### src/rtl/ixd_pkg.sv
package ixd_pkg;

   localparam logic [3:0] NOREG_ID = 4'h8;

   typedef enum logic [1:0] {
      CP_NONE = 2'd0,
      CP_AT1  = 2'd1,
      CP_AT2  = 2'd2
   } const_pos_e;

   typedef struct packed {
      logic       ok;
      logic [2:0] len;
      logic       has_reg;
      const_pos_e cpos;
      logic       halt;
   } ixd_class_t;

endpackage

### src/rtl/ixd_classify.sv
module ixd_classify
   import ixd_pkg::*;
(
   input  logic [7:0]  op_byte,
   output ixd_class_t  cls
);

   logic [3:0] icode;
   logic [3:0] ifun;

   assign icode = op_byte[7:4];
   assign ifun  = op_byte[3:0];

   always_comb begin
      cls = '{ok: 1'b0, len: 3'd1, has_reg: 1'b0, cpos: CP_NONE, halt: 1'b0};
      unique case (icode)
         4'h0: begin
            cls.ok = (ifun == 4'h0);
         end
         4'h1: begin
            cls.ok   = (ifun == 4'h0);
            cls.halt = (ifun == 4'h0);
         end
         4'h2: begin
            cls.ok = (ifun == 4'h0);
            if (cls.ok) begin
               cls.len     = 3'd2;
               cls.has_reg = 1'b1;
            end
         end
         4'h3, 4'h4, 4'h5: begin
            cls.ok = (ifun == 4'h0);
            if (cls.ok) begin
               cls.len     = 3'd6;
               cls.has_reg = 1'b1;
               cls.cpos    = CP_AT2;
            end
         end
         4'h6: begin
            cls.ok = (ifun <= 4'h3);
            if (cls.ok) begin
               cls.len     = 3'd2;
               cls.has_reg = 1'b1;
            end
         end
         4'h7: begin
            cls.ok = (ifun <= 4'h6);
            if (cls.ok) begin
               cls.len  = 3'd5;
               cls.cpos = CP_AT1;
            end
         end
         default: begin
            cls.ok = 1'b0;
         end
      endcase
   end

endmodule

### src/rtl/ixd_fields.sv
module ixd_fields
   import ixd_pkg::*;
#(
   parameter int WIN_BYTES = 6,
   parameter int CONST_W   = 32,
   localparam int WIN_W       = 8 * WIN_BYTES,
   localparam int CONST_BYTES = CONST_W / 8
)(
   input  logic [WIN_W-1:0]   window,
   input  ixd_class_t         cls,
   output logic [3:0]         ra,
   output logic [3:0]         rb,
   output logic [CONST_W-1:0] cst
);

   logic [CONST_W-1:0] cst_at1;
   logic [CONST_W-1:0] cst_at2;

   generate
      if (CONST_W % 8 != 0) begin : g_bad_cw
         $error("ixd_fields: CONST_W must be a whole number of bytes");
      end
      if (WIN_BYTES < 2 + CONST_BYTES) begin : g_bad_win
         $error("ixd_fields: window too short for register byte plus constant");
      end
      for (genvar g = 0; g < CONST_BYTES; g++) begin : g_cbyte
         assign cst_at1[8*g +: 8] = window[8*(1+g) +: 8];
         assign cst_at2[8*g +: 8] = window[8*(2+g) +: 8];
      end
   endgenerate

   always_comb begin
      ra = cls.has_reg ? window[15:12] : NOREG_ID;
      rb = cls.has_reg ? window[11:8]  : NOREG_ID;
      unique case (cls.cpos)
         CP_AT1:  cst = cst_at1;
         CP_AT2:  cst = cst_at2;
         default: cst = '0;
      endcase
   end

endmodule

### src/rtl/insn_window_decoder.sv
module insn_window_decoder
   import ixd_pkg::*;
#(
   parameter int PC_W      = 32,
   parameter int WIN_BYTES = 6,
   parameter int CONST_W   = 32,
   localparam int WIN_W    = 8 * WIN_BYTES,
   localparam int LEN_W    = 3
)(
   input  logic               clk,
   input  logic               rst_n,
   input  logic               in_valid,
   output logic               in_ready,
   input  logic [PC_W-1:0]    in_pc,
   input  logic [WIN_W-1:0]   in_window,
   output logic               out_valid,
   input  logic               out_ready,
   output logic [3:0]         out_icode,
   output logic [3:0]         out_ifun,
   output logic [3:0]         out_ra,
   output logic [3:0]         out_rb,
   output logic [CONST_W-1:0] out_const,
   output logic [LEN_W-1:0]   out_len,
   output logic [PC_W-1:0]    out_next_pc,
   output logic               out_invalid,
   output logic               out_halt
);

   generate
      if (PC_W < 8) begin : g_bad_pc
         $error("insn_window_decoder: PC_W too small");
      end
   endgenerate

   ixd_class_t         cls;
   logic [3:0]         d_ra;
   logic [3:0]         d_rb;
   logic [CONST_W-1:0] d_cst;
   logic [PC_W-1:0]    d_npc;
   logic               take;

   ixd_classify u_cls (
      .op_byte (in_window[7:0]),
      .cls     (cls)
   );

   ixd_fields #(
      .WIN_BYTES (WIN_BYTES),
      .CONST_W   (CONST_W)
   ) u_fld (
      .window (in_window),
      .cls    (cls),
      .ra     (d_ra),
      .rb     (d_rb),
      .cst    (d_cst)
   );

   assign d_npc    = in_pc + PC_W'(cls.len);
   assign in_ready = !out_valid || out_ready;
   assign take     = in_valid && in_ready;

   always_ff @(posedge clk or negedge rst_n) begin
      if (!rst_n) begin
         out_valid <= 1'b0;
      end else if (take) begin
         out_valid <= 1'b1;
      end else if (out_ready) begin
         out_valid <= 1'b0;
      end
   end

   always_ff @(posedge clk or negedge rst_n) begin
      if (!rst_n) begin
         out_icode   <= '0;
         out_ifun    <= '0;
         out_ra      <= NOREG_ID;
         out_rb      <= NOREG_ID;
         out_const   <= '0;
         out_len     <= LEN_W'(1);
         out_next_pc <= '0;
         out_invalid <= 1'b0;
         out_halt    <= 1'b0;
      end else if (take) begin
         out_icode   <= in_window[7:4];
         out_ifun    <= in_window[3:0];
         out_ra      <= d_ra;
         out_rb      <= d_rb;
         out_const   <= d_cst;
         out_len     <= cls.len;
         out_next_pc <= d_npc;
         out_invalid <= !cls.ok;
         out_halt    <= cls.halt;
      end
   end

   // only the four legal lengths ever leave the stage
   a_r1_len_legal: assert property (@(posedge clk) disable iff (!rst_n)
      out_valid |-> (out_len == 3'd1 || out_len == 3'd2 || out_len == 3'd5 || out_len == 3'd6));

   // jumps carry no register byte
   a_r4_jump_noreg: assert property (@(posedge clk) disable iff (!rst_n)
      (out_valid && out_len == 3'd5) |-> (out_ra == NOREG_ID && out_rb == NOREG_ID));

   // invalid results are fully neutralised
   a_r6_invalid_clean: assert property (@(posedge clk) disable iff (!rst_n)
      (out_valid && out_invalid) |-> (out_len == 3'd1 && out_ra == NOREG_ID &&
                                      out_rb == NOREG_ID && out_const == '0));

   // halt never coexists with invalid, and only from opcode 1
   a_r7_halt_clean: assert property (@(posedge clk) disable iff (!rst_n)
      (out_valid && out_halt) |-> (!out_invalid && out_icode == 4'h1 && out_ifun == 4'h0));

   // a stalled result holds
   a_r8_hold_stable: assert property (@(posedge clk) disable iff (!rst_n)
      (out_valid && !out_ready) |=> (out_valid && $stable(out_icode) && $stable(out_ifun) &&
                                     $stable(out_const) && $stable(out_next_pc) &&
                                     $stable(out_ra) && $stable(out_rb)));

endmodule

### config.mk
export PLATFORM = sky130hd
export DESIGN_NAME = insn_window_decoder
export DESIGN_NICKNAME = d
export VERILOG_FILES = /design/src/rtl/ixd_pkg.sv /design/src/rtl/ixd_classify.sv /design/src/rtl/ixd_fields.sv /design/src/rtl/insn_window_decoder.sv
export SDC_FILE = /design/constraint.sdc
export NUM_CORES = 1
export LEC_CHECK = 0
export BUFFER_PORTS_ARGS = -buffer_cell sky130_fd_sc_hd__buf_2
export CELL_PAD_IN_SITES_DETAIL_PLACEMENT = 1
export CELL_PAD_IN_SITES_GLOBAL_PLACEMENT = 1
export CORE_MARGIN = 3
export CORE_UTILIZATION = 41
export CTS_BUF_LIST = sky130_fd_sc_hd__clkbuf_2 sky130_fd_sc_hd__clkbuf_4 sky130_fd_sc_hd__clkbuf_8
export DETAILED_ROUTE_END_ITERATION = 12
export PLACE_DENSITY = 0.84
export RECOVER_POWER = 50
export SLEW_MARGIN = 5
export SYNTH_ARGS = -nofsm -noshare
export SYNTH_HDL_FRONTEND = slang
export SYNTH_HIERARCHICAL = 1
export SYNTH_SLANG_ARGS = --single-unit
### constraint.sdc
create_clock -name clk -period 2.8 [get_ports clk]
set_clock_uncertainty 0.2 [all_clocks]
set_input_delay 0.28 -clock clk [delete_from_list [all_inputs] [get_ports clk]]
set_output_delay 0.28 -clock clk [all_outputs]
set_load 0.05 [all_outputs]
==> results of run 1 <==
[registers in the layout, indices dropped and copies added (netlist names)]
| name | flops |
|---|---|
| out_rb | 4 |
| out_len | 3 |
| out_ra | 4 |
| out_invalid | 1 |
| out_ifun | 4 |
| out_const | 32 |
| out_next_pc | 32 |
| out_icode | 4 |
| out_halt | 1 |
| out_valid | 1 |
[metal layers]
layer,up-vias,part of all wire,GRT usage
met5,-,0,0
met4,0,0.020,0.07543
met3,21,0.082,0.06304
met2,167,0.49,0.3764
met1,1969,0.41,0.2626
li1,1873,-,-
[where the power goes]
group | internal, mW | leakage [nW] | total [mW] | switching [mW]
sequential | 1.33 | 1.11 | 1.38 | 0.0497
combinational | 0.199 | 1.37 | 0.778 | 0.579
clock | 0.572 | 0.117 | 0.998 | 0.426
[how the worst max path moves through the flow]
| stage | endpoint | cells past startpoint | slack (ns) | startpoint |
|---|---|---|---|---|
| 6_report | out_next_pc[30] | 10 | 0.20 | in_window[5] |
| 5_1_grt | out_next_pc[30] | 11 | 0.02 | in_window[6] |
| 4_1_cts | out_next_pc[30] | 10 | 0.23 | in_window[5] |
| 3_5_place_dp | out_next_pc[16] | 11 | -0.17 | in_window[5] |
| 3_3_place_gp | out_next_pc[28] | 10 | -0.005 | in_window[4] |
| 2_1_floorplan | out_next_pc[14] | 10 | 0.26 | in_window[3] |
[cell usage in the layout, fill, tap and decap left out, types with 2 or more instances in the layout]
master	count
buf_2	101
dfrtp_1	83
clkbuf_1	68
mux2_2	54
nand2_1	42
nor2_1	39
a22oi_1	32
xor2_1	24
o21ai_1	21
buf_4	20
nand4_1	16
clkbuf_8	11
o21ai_0	10
nand3_1	7
and2_1	7
xnor2_1	6
nand2b_1	5
and3_1	5
ha_1	5
nor3_1	4
inv_1	4
dfstp_2	3
nand2_4	2
nor4_4	2
a21oi_1	2
clkbuf_4	2
bufinv_16	2
dlygate4sd3_1	2
clkbuf_2	2
buf_12	2
a31o_1	2
[what timing repair did]
item,in CTS,in global routing
hold buffers,2,0
endpoints found under the hold margin,41,0
setup buffers,0,0
[per-stage QoR]
step                setup slack (ns)  instances  setup TNS (ns)
global placement           -0.005103        730       -0.005103
finish                        0.1968        748               0
detailed placement           -0.1652        730          -1.497
global route                 0.01838        748               0
floorplan                     0.2626        425               0
CTS                           0.2350        748               0
[cells in the mapped netlist (6+ instances only)]
cell type	count	area [um2]
a22oi_1	32	240.2
and2_1	7	43.79
buf_2	9	45.04
buf_6	6	67.56
clkbuf_1	7	26.28
dfrtp_1	83	2077
mux2_2	54	608.1
nand2_1	43	161.4
nand3_1	7	35.03
nand4_1	16	100.1
nor2_1	39	146.4
o21ai_0	10	50.05
o21ai_1	21	105.1
xnor2_1	6	52.55
xor2_1	24	210.2
[cells by family after synthesis]
family | Yosys count
muxes | 54
and+or+nand+nor | 144
xor gates and xnor gates | 30
adders and majority gates | 6
buffers and inverters | 28
AOI/OAI and AO/OA | 77
DFF | 86
[area by class of cell]
| class | instances | area share |
|---|---|---|
| Clock inverter | 3 | 0.01162 |
| Tap cell | 136 | 0.02925 |
| Timing Repair Buffer | 195 | 0.1686 |
| Multi-Input combinational cell | 311 | 0.3887 |
| Inverter | 4 | 0.002581 |
| Sequential cell | 86 | 0.3706 |
| Clock buffer | 13 | 0.02861 |
[worst max-delay path, stage by stage]
cell and delay [ns]:
buf_2 0.12, nand2b_1 0.19, nor4b_4 0.37, a31o_1 0.23
fa_1 0.25, a21oi_2 0.13, nor4_4 0.55, nand4_1 0.23
xor2_1 0.19, o21ai_1 0.13
==> qor.txt, run 1 <==
Outcome: complete, no violations
Max-slew headroom: 0.2484
Hold path start: in_pc[24]
Number of antenna repair diodes: 0
Worst Hold Path EP: out_next_pc[24]
Core area: 10600 um2
Adder-Cell Fraction of Synth Area: 0.01807
Fraction of layout cells with a size suffix above 1: 0.3448
ANT nets after route: 0
Synth async-reset ratio: 1.000
Drt drc: 0
Starting Density: 0.4311
Port Buffer Count: 170
Post-CTS sizing: 0
Reg2Reg Launch Point: out_valid
Ratio of final minimum period to clock period: 0.9297
Fin area: 5817 um2
Max Freq: 384.1 MHz
Worst-case reg-to-reg path depth: 4
Min Hold Slack: 0.02562 ns
Worst vdd ir: 0.2926 mV
Crit start category: input port
Number of H-tree levels: 3
Net Count, Synth: 515
Overall power: 3.155 mW
Cell Area, Synth: 4571 um2
Pwr dens: 542.5 nW/um2
Largest family of logic cells by synthesized area: simple AND/OR/NAND/NOR gates
Layout area overhead: 27.27%
Vias/cell: 5.388
Max Slew Vio Count: 0
Vias in the first global route: 4422
DRT iter0 DRCs: 209
Detail Placement HPWL: 10530 um
# fillers: 1276
Minimum clock period: 2.603 ns
Multi-input gate area in the final layout: 2261 um2
Slew @ Worst Pin: 1.127 ns
Yosys cell types: 52
P_leak: 2.603 nW
Layout Nets: 697
Maxcap violations: 0
Hold depth: 3
Setup violators final: 0
Clk_lat worst skew: 0.35 ns
Tot GR Track Use: 0.2186
Reg area: 2156 um2
FF-to-FF setup slack: 0.97 ns
Synth Area in XOR/XNOR: 0.05749
Register area share after synthesis: 0.4717
Pin count of the biggest net entering global routing: 45
Crit path DAT: 2.67 ns
RSZ-0062 raised after global routing: no
Die W: 111.6 um
Initial antenna violation count: 0
Syn_area_per_cell: 10.75 um2
CTS tree: built
Worst hold path class: input port to register
Clk root buf: clkbuf_8
Post-synthesis register bit count: 86
Gr ovfl total: 0
DR vias: 4030
Num rows: 37
Reg clk slew, reported paths: 0.08 ns
RePlAce Congestion: 0.9171
Chip Height: 111.6 um
Number of synthesized flops with an enable pin: 0
RR Endpoint: out_const[12]
IO Count: 171
Num CTS Buffers: 9
Total routed wirelength: 13530 um
Drt first pass iters: 4
Crit Path Class: input port to register
Clock sinks: 86
Placed instance area: 5653 um2
First-pass GRT wire length: 22170 um
Multiplexer area fraction after synthesis: 0.1330
Synth Area in Compound Gates: 0.1106
Post-Route Utilization: 0.5487
Avg WL per Cell: 18.09 um
Synth Area in Simple Gates: 0.1738
Dominant synthesized flop cell: dfrtp_1
CP endpoint kind: register
Required time of the worst setup path: 2.87 ns
Ys Warns: 6
CP max FO: 9
Final hold violation count: 0
Cells after Synth: 425
Die area: 12450 um2
Max clock buf depth: 2
No activity file was read; power rests on OpenSTA's default activity.
==> run 2, diff against run 1 <==
--- a/config.mk
+++ b/config.mk
@@ -8,9 +8,10 @@
 export BUFFER_PORTS_ARGS = -buffer_cell sky130_fd_sc_hd__buf_2
 export CELL_PAD_IN_SITES_DETAIL_PLACEMENT = 1
 export CELL_PAD_IN_SITES_GLOBAL_PLACEMENT = 1
+export CORE_ASPECT_RATIO = 0.75
 export CORE_MARGIN = 3
 export CORE_UTILIZATION = 41
-export CTS_BUF_LIST = sky130_fd_sc_hd__clkbuf_2 sky130_fd_sc_hd__clkbuf_4 sky130_fd_sc_hd__clkbuf_8
+export CTS_BUF_LIST = sky130_fd_sc_hd__clkbuf_8
 export DETAILED_ROUTE_END_ITERATION = 12
 export PLACE_DENSITY = 0.84
 export RECOVER_POWER = 50
==> run 2 against run 1 <==
Effect of this change:
- final area grew 1.4%
- total power shrank 0.59%
- register-to-register slack gained 0.07 ns
- count of clock-buffer cells in the layout shrank 3
- non-clock buffer count grew 4
- worst hold slack gained 0.0055 ns
- critical path depth grew 1
- die area grew 0.10%
- final cell count grew 0.53%
- wire length grew 3.5%
- flip-flop and latch count is the same
- first-iteration DRC count shrank 9.6%
- highest routed layer unchanged
==> qor.txt, run 2 (synthesis gave the netlist of run 1 again) <==
Outcome: complete, no violations
Placed instance area: 5678 um2 (+0.44%)
Final hold violation count: 0 (unchanged)
DRT iter0 DRCs: 189 (-9.6%)
Finished Layout Cells: 752 (+0.53%)
Total routed wirelength: 14000 um (+3.5%)
Pwr dens: 531.7 nW/um2 (-2.0%)
Clk root buf: clkbuf_8
Hold depth: 3 (unchanged)
Post-Route Utilization: 0.5581 (+0.009436)
Final worst slack: 0.2381 ns (+0.04128 ns)
IO Count: 171 (unchanged)
Worst Hold Path EP: out_next_pc[31]
DR vias: 4022 (-0.20%)
Gr ovfl total: 0 (unchanged)
Most frequent cells in the layout: 126 x buf_2, 83 x dfrtp_1, 54 x mux2_2, 43 x clkbuf_1, 42 x nand2_1
Clk_lat worst skew: 0.35 ns (about the same)
Detail Placement HPWL: 10770 um (+2.3%)
Worst vdd ir: 0.2914 mV (-0.40%)
CTS tree: built
Max Slew Vio Count: 0 (unchanged)
Avg WL per Cell: 18.62 um (+3.0%)
ANT nets after route: 0 (unchanged)
RePlAce Congestion: 0.8443 (-7.9%)
First-pass GRT wire length: 23100 um (+4.2%)
Pin count of the biggest net entering global routing: 49 (+8.9%)
Drt drc: 0 (unchanged)
Ratio of final minimum period to clock period: 0.9150 (-0.01474)
Largest registers: out_const x32, out_next_pc x32
Post-CTS sizing: 0 (unchanged)
Required time of the worst setup path: 2.84 ns (-0.03 ns)
Max clock buf depth: 2 (unchanged)
Number of antenna repair diodes: 0 (unchanged)
Reg clk slew, reported paths: 0.09 ns (about the same)
Num rows: 32 (-14%)
Starting Density: 0.4324 (+0.001276)
Chip Height: 97.44 um (-13%)
Place WS: -0.2229 ns (-0.05770 ns)
Crit Path Class: input port to register
Tot GR Track Use: 0.2293 (+0.01062)
Vias in the first global route: 4367 (-1.2%)
RR Endpoint: out_ra[2]
Drt first pass iters: 4 (unchanged)
Clock sinks: 86 (unchanged)
Max Freq: 390.3 MHz (+1.6%)
Worst hold path class: input port to register
Setup violators final: 0 (unchanged)
Layout Nets: 701 (+0.57%)
Layout area overhead: 29.07%
Crit path DAT: 2.60 ns (-0.07 ns)
Fin area: 5899 um2 (+1.4%)
Num CTS Buffers: 9 (unchanged)
RSZ-0062 raised after global routing: no
Placed Cells: 730 (unchanged)
CP max FO: 8 (-1)
Slew @ Worst Pin: 1.293 ns (+0.1660 ns)
Die W: 127.9 um (+15%)
P_leak: 2.724 nW (+4.7%)
Crit start category: input port
Minimum clock period: 2.562 ns (-0.04128 ns)
Worst-case reg-to-reg path depth: 4 (unchanged)
Vias/cell: 5.348 (-0.73%)
Number of H-tree levels: 3 (unchanged)
Die area: 12460 um2 (+0.10%)
Core area: 10570 um2 (-0.30%)
Maxcap violations: 0 (unchanged)
Max-slew headroom: 0.1378 (-0.1106)
Reg2Reg Launch Point: out_valid
Hold path start: in_pc[31]
CP endpoint kind: register
# fillers: 1250 (-2.0%)
Port Buffer Count: 170 (unchanged)
Initial antenna violation count: 0 (unchanged)
FF-to-FF setup slack: 1.04 ns (+0.07 ns)
Fraction of layout cells with a size suffix above 1: 0.3799 (+0.03510)
Most common cell after layout, fill and taps aside: buf_2
run 2: layer usage:
| layer | vias up | routed length [um] | GRT usage |
|---|---|---|---|
| met3 | 22 | 656 | 0.04286 |
| met4 | 0 | 252 | 0.06525 |
| met2 | 107 | 7022 | 0.3797 |
| met5 | - | 0 | 0 |
| li1 | 1891 | - | - |
| met1 | 2002 | 6072 | 0.3064 |
run 2: worst max-delay path by stage:
stage            startpoint         endpoint  slack [ns]  cells past startpoint
3_3_place_gp   in_window[6]  out_next_pc[31]       -0.01                     11
6_report       in_window[5]  out_next_pc[29]        0.24                     11
5_1_grt        in_window[6]  out_next_pc[14]        0.05                     12
2_1_floorplan  in_window[3]  out_next_pc[14]        0.26                     10
3_5_place_dp   in_window[6]  out_next_pc[22]       -0.22                     12
4_1_cts        in_window[6]  out_next_pc[24]        0.17                     12
run 2: report_power, final:
part / switching [mW] / internal [mW] / leakage, nW
Clock: 0.444 / 0.520 / 0.115
Combinational: 0.578 / 0.215 / 1.50
Sequential: 0.0491 / 1.33 / 1.11
run 2: worst max-delay path: stages:
cell	delay [ns]
buf_2	0.12
nor4bb_2	0.17
and3b_1	0.17
a311o_1	0.35
ha_1	0.33
buf_4	0.14
nor2_1	0.08
nor4_4	0.46
nand4_1	0.21
xor2_1	0.21
o21ai_1	0.07
run 2: repair_timing:
action | CTS | global route
hold buffers | 6 | 0
endpoints found under the setup margin | 0 | 8
setup buffers | 0 | 0
hold endpoints to repair | 49 | 0
run 2: area by class of cell:
cell class,instances,area [um2],area share
sequential,86,2156,0.3654
timing repair buffer,199,1080,0.1830
tap,136,170.2,0.02884
clock inverter,6,80.08,0.01357
clock buffer,10,137.6,0.02333
multi-input combinational,311,2261,0.3832
inverter,4,15.01,0.002545
run 2: stage by stage:
step	hold WS (ns)	TNS (ns)	power [mW]
global placement	0.1432	-0.01969	2.183
detailed placement	0.1501	-2.722	2.208
CTS	0.005826	0	3.194
finish	0.03112	0	3.137
floorplan	-0.2156	0	1.904
global route	0.02940	0	3.280
==> run 3, diff against run 2 <==
--- a/config.mk
+++ b/config.mk
@@ -8,13 +8,14 @@
 export BUFFER_PORTS_ARGS = -buffer_cell sky130_fd_sc_hd__buf_2
 export CELL_PAD_IN_SITES_DETAIL_PLACEMENT = 1
 export CELL_PAD_IN_SITES_GLOBAL_PLACEMENT = 1
-export CORE_ASPECT_RATIO = 0.75
-export CORE_MARGIN = 3
+export CORE_ASPECT_RATIO = 1.25
+export CORE_MARGIN = 5
 export CORE_UTILIZATION = 41
 export CTS_BUF_LIST = sky130_fd_sc_hd__clkbuf_8
 export DETAILED_ROUTE_END_ITERATION = 12
 export PLACE_DENSITY = 0.84
 export RECOVER_POWER = 50
+export REMOVE_ABC_BUFFERS = 1
 export SLEW_MARGIN = 5
 export SYNTH_ARGS = -nofsm -noshare
 export SYNTH_HDL_FRONTEND = slang
==> run 3 against run 2 <==
Effect of this change:
- critical endpoint is now out_next_pc[22]
- count of clock-buffer cells in the layout is 1 higher
- largest cell class unchanged
- clock power is 8.6% lower
- final area is 0.81% lower
==> qor.txt, run 3 (synthesis gave the netlist of run 1 again) <==
Outcome: complete, no violations
RR Endpoint: out_next_pc[3]
Multi-input gate area in the final layout: 2261 um2 (unchanged)
Total routed wirelength: 13380 um (-4.5%)
Setup TNS: 0 ns (unchanged)
Crit path DAT: 2.67 ns (+0.07 ns)
Most common cell after layout, fill and taps aside: buf_2
Clock share of power: 0.289 (-0.018)
Post-Route Utilization: 0.5306 (-0.02755)
Chip Height: 128.0 um (+31%)
RePlAce Congestion: 0.8394 (-0.58%)
Clk root buf: clkbuf_8
Crit-path slowest cell: fa_1
Worst vdd ir: 0.2477 mV (-15%)
Ratio of final minimum period to clock period: 0.9445 (+0.02951)
Max clock buf depth: 2 (unchanged)
Gr ovfl total: 0 (unchanged)
Crit Path Class: input port to register
CTS Hold Bufs: 2 (-4)
Post-CTS sizing: 0 (unchanged)
Num rows: 43 (+34%)
Initial antenna violation count: 0 (unchanged)
Number of H-tree levels: 3 (unchanged)
FF-to-FF setup slack: 0.86 ns (-0.18 ns)
RSZ-0062 raised after global routing: no
Fin area: 5852 um2 (-0.81%)
Drt first pass iters: 4 (unchanged)
Number of antenna repair diodes: 0 (unchanged)
# fillers: 1320 (+5.6%)
CP max FO: 7 (-1)
Port Buffer Count: 170 (unchanged)
Worst Hold Path EP: out_next_pc[31]
Combinational group share of total power: 0.258 (+0.005)
CP endpoint kind: register
Hold depth: 3 (unchanged)
Crit start category: input port
Worst-path cell chain: buf_2 > nand2b_1 > nor4b_4 > a31oi_1 > ha_1 > fa_1 > a21oi_2 > nor4_4 > buf_4 > nand4_1 > xor2_1 > o21ai_1
Fraction of layout cells with a size suffix above 1: 0.3841 (+0.004247)
NetSw: 1.050 mW (-2.0%)
Drt drc: 0 (unchanged)
Overall power: 3.046 mW (-2.9%)
Die W: 104.4 um (-18%)
Clk_lat worst skew: 0.34 ns (about the same)
DRT iter0 DRCs: 96 (-49%)
Core area: 11030 um2 (+4.3%)
Buf+Inv Stages, Crit Path: 2 (unchanged)
Worst hold path class: input port to register
Most frequent cells in the layout: 124 x buf_2, 83 x dfrtp_1, 54 x mux2_2, 45 x clkbuf_1, 42 x nand2_1
CP delay by family, top: simple AND/OR/NAND/NOR gates
CP max stage delay: 0.41 ns (-0.05 ns)
Die area: 13370 um2 (+7.3%)
Flop pwr share: 0.452 (+0.012)
Vias/cell: 5.340 (-0.15%)
Worst-case reg-to-reg path depth: 4 (unchanged)
Layout Nets: 702 (+0.14%)
Avg WL per Cell: 17.79 um (-4.5%)
Largest registers: out_const x32, out_next_pc x32
Placed instance area: 5702 um2 (+0.42%)
Required time of the worst setup path: 2.83 ns (about the same)
Max Slew Vio Count: 0 (unchanged)
Layout area overhead: 28.03%
Setup violators final: 0 (unchanged)
Final hold violation count: 0 (unchanged)
Starting Density: 0.4144 (-0.01800)
Num CTS Buffers: 9 (unchanged)
CTS tree: built
Reg clk slew, reported paths: 0.08 ns (about the same)
Detail Placement HPWL: 10330 um (-4.1%)
P_leak: 2.699 nW (-0.90%)
Maxcap violations: 0 (unchanged)
DR vias: 4016 (-0.15%)
Min Hold Slack: 0.02407 ns (-0.007045 ns)
ANT nets after route: 0 (unchanged)
Switching Share: 0.3447 (+0.003006)
Hold path start: in_pc[31]
Pwr dens: 520.6 nW/um2 (-2.1%)
Minimum clock period: 2.645 ns (+0.08263 ns)
Clock sinks: 86 (unchanged)
Slew @ Worst Pin: 1.037 ns (-0.2563 ns)
Max Freq: 378.1 MHz (-3.1%)
Reg2Reg Launch Point: out_valid
Vias in the first global route: 4407 (+0.92%)
Post-CTS Setup Inserts: 0 (unchanged)
Reg area: 2156 um2 (unchanged)
Max-slew headroom: 0.3087 (+0.1709)
IO Count: 171 (unchanged)
Internal power: 1.996 mW (-3.3%)
First-pass GRT wire length: 22320 um (-3.4%)
Pin count of the biggest net entering global routing: 61 (+24%)
Tot GR Track Use: 0.2027 (-0.02652)
[run 3: cell count changes in the layout (fill, tap and decap cells not counted), sizes merged]
cell / previous run / this run
clkbuf: 54 / 58
dlygate4sd3: 6 / 2
buf: 149 / 151
bufinv: 2 / 1
[run 3: how the worst max path moves through the flow]
| stage | from | end | slack [ns] | cells after the start |
|---|---|---|---|---|
| after floorplan | out_valid | out_const[0] | -1.24 | 3 |
| after global placement | in_window[5] | out_next_pc[20] | -0.03 | 12 |
| after detailed placement | in_window[5] | out_next_pc[22] | -0.18 | 12 |
| after CTS | in_window[5] | out_next_pc[22] | 0.17 | 12 |
| after global routing | in_window[5] | out_next_pc[14] | 0.04 | 12 |
| final | in_window[5] | out_next_pc[22] | 0.16 | 12 |
[run 3: tightest hold or removal path, stage by stage]
cell	delay [ns]
buf_2	0.08
xor2_1	0.06
o21ai_1	0.10
[run 3: area by class of cell]
type	instances	share of cell area
Sequential cell	86	0.3684
Tap cell	135	0.02886
Multi-Input combinational cell	311	0.3864
Clock inverter	5	0.008552
Inverter	4	0.002566
Timing Repair Buffer	200	0.1794
Clock buffer	11	0.02587
[run 3: per-stage QoR]
step	setup WS (ns)	cells
floorplan	-1.237	401
global placement	-0.02733	734
detailed placement	-0.1846	734
CTS	0.1718	752
global route	0.03898	752
finish	0.1555	752
[run 3: routing by layer]
| metal | wire length, um | track usage |
|---|---|---|
| met5 | 0 | 0 |
| met3 | 987 | 0.04584 |
| met1 | 5510 | 0.2509 |
| met2 | 6710 | 0.3543 |
| met4 | 168 | 0.05793 |
[run 3: power groups by stage]
stage	Clock (mW)	Sequential [mW]	Combinational [mW]
floorplan	0	1.71	0.188
global placement	0	1.40	0.788
detailed placement	0	1.40	0.806
CTS	0.914	1.38	0.810
global route	0.965	1.39	0.843
finish	0.881	1.38	0.787
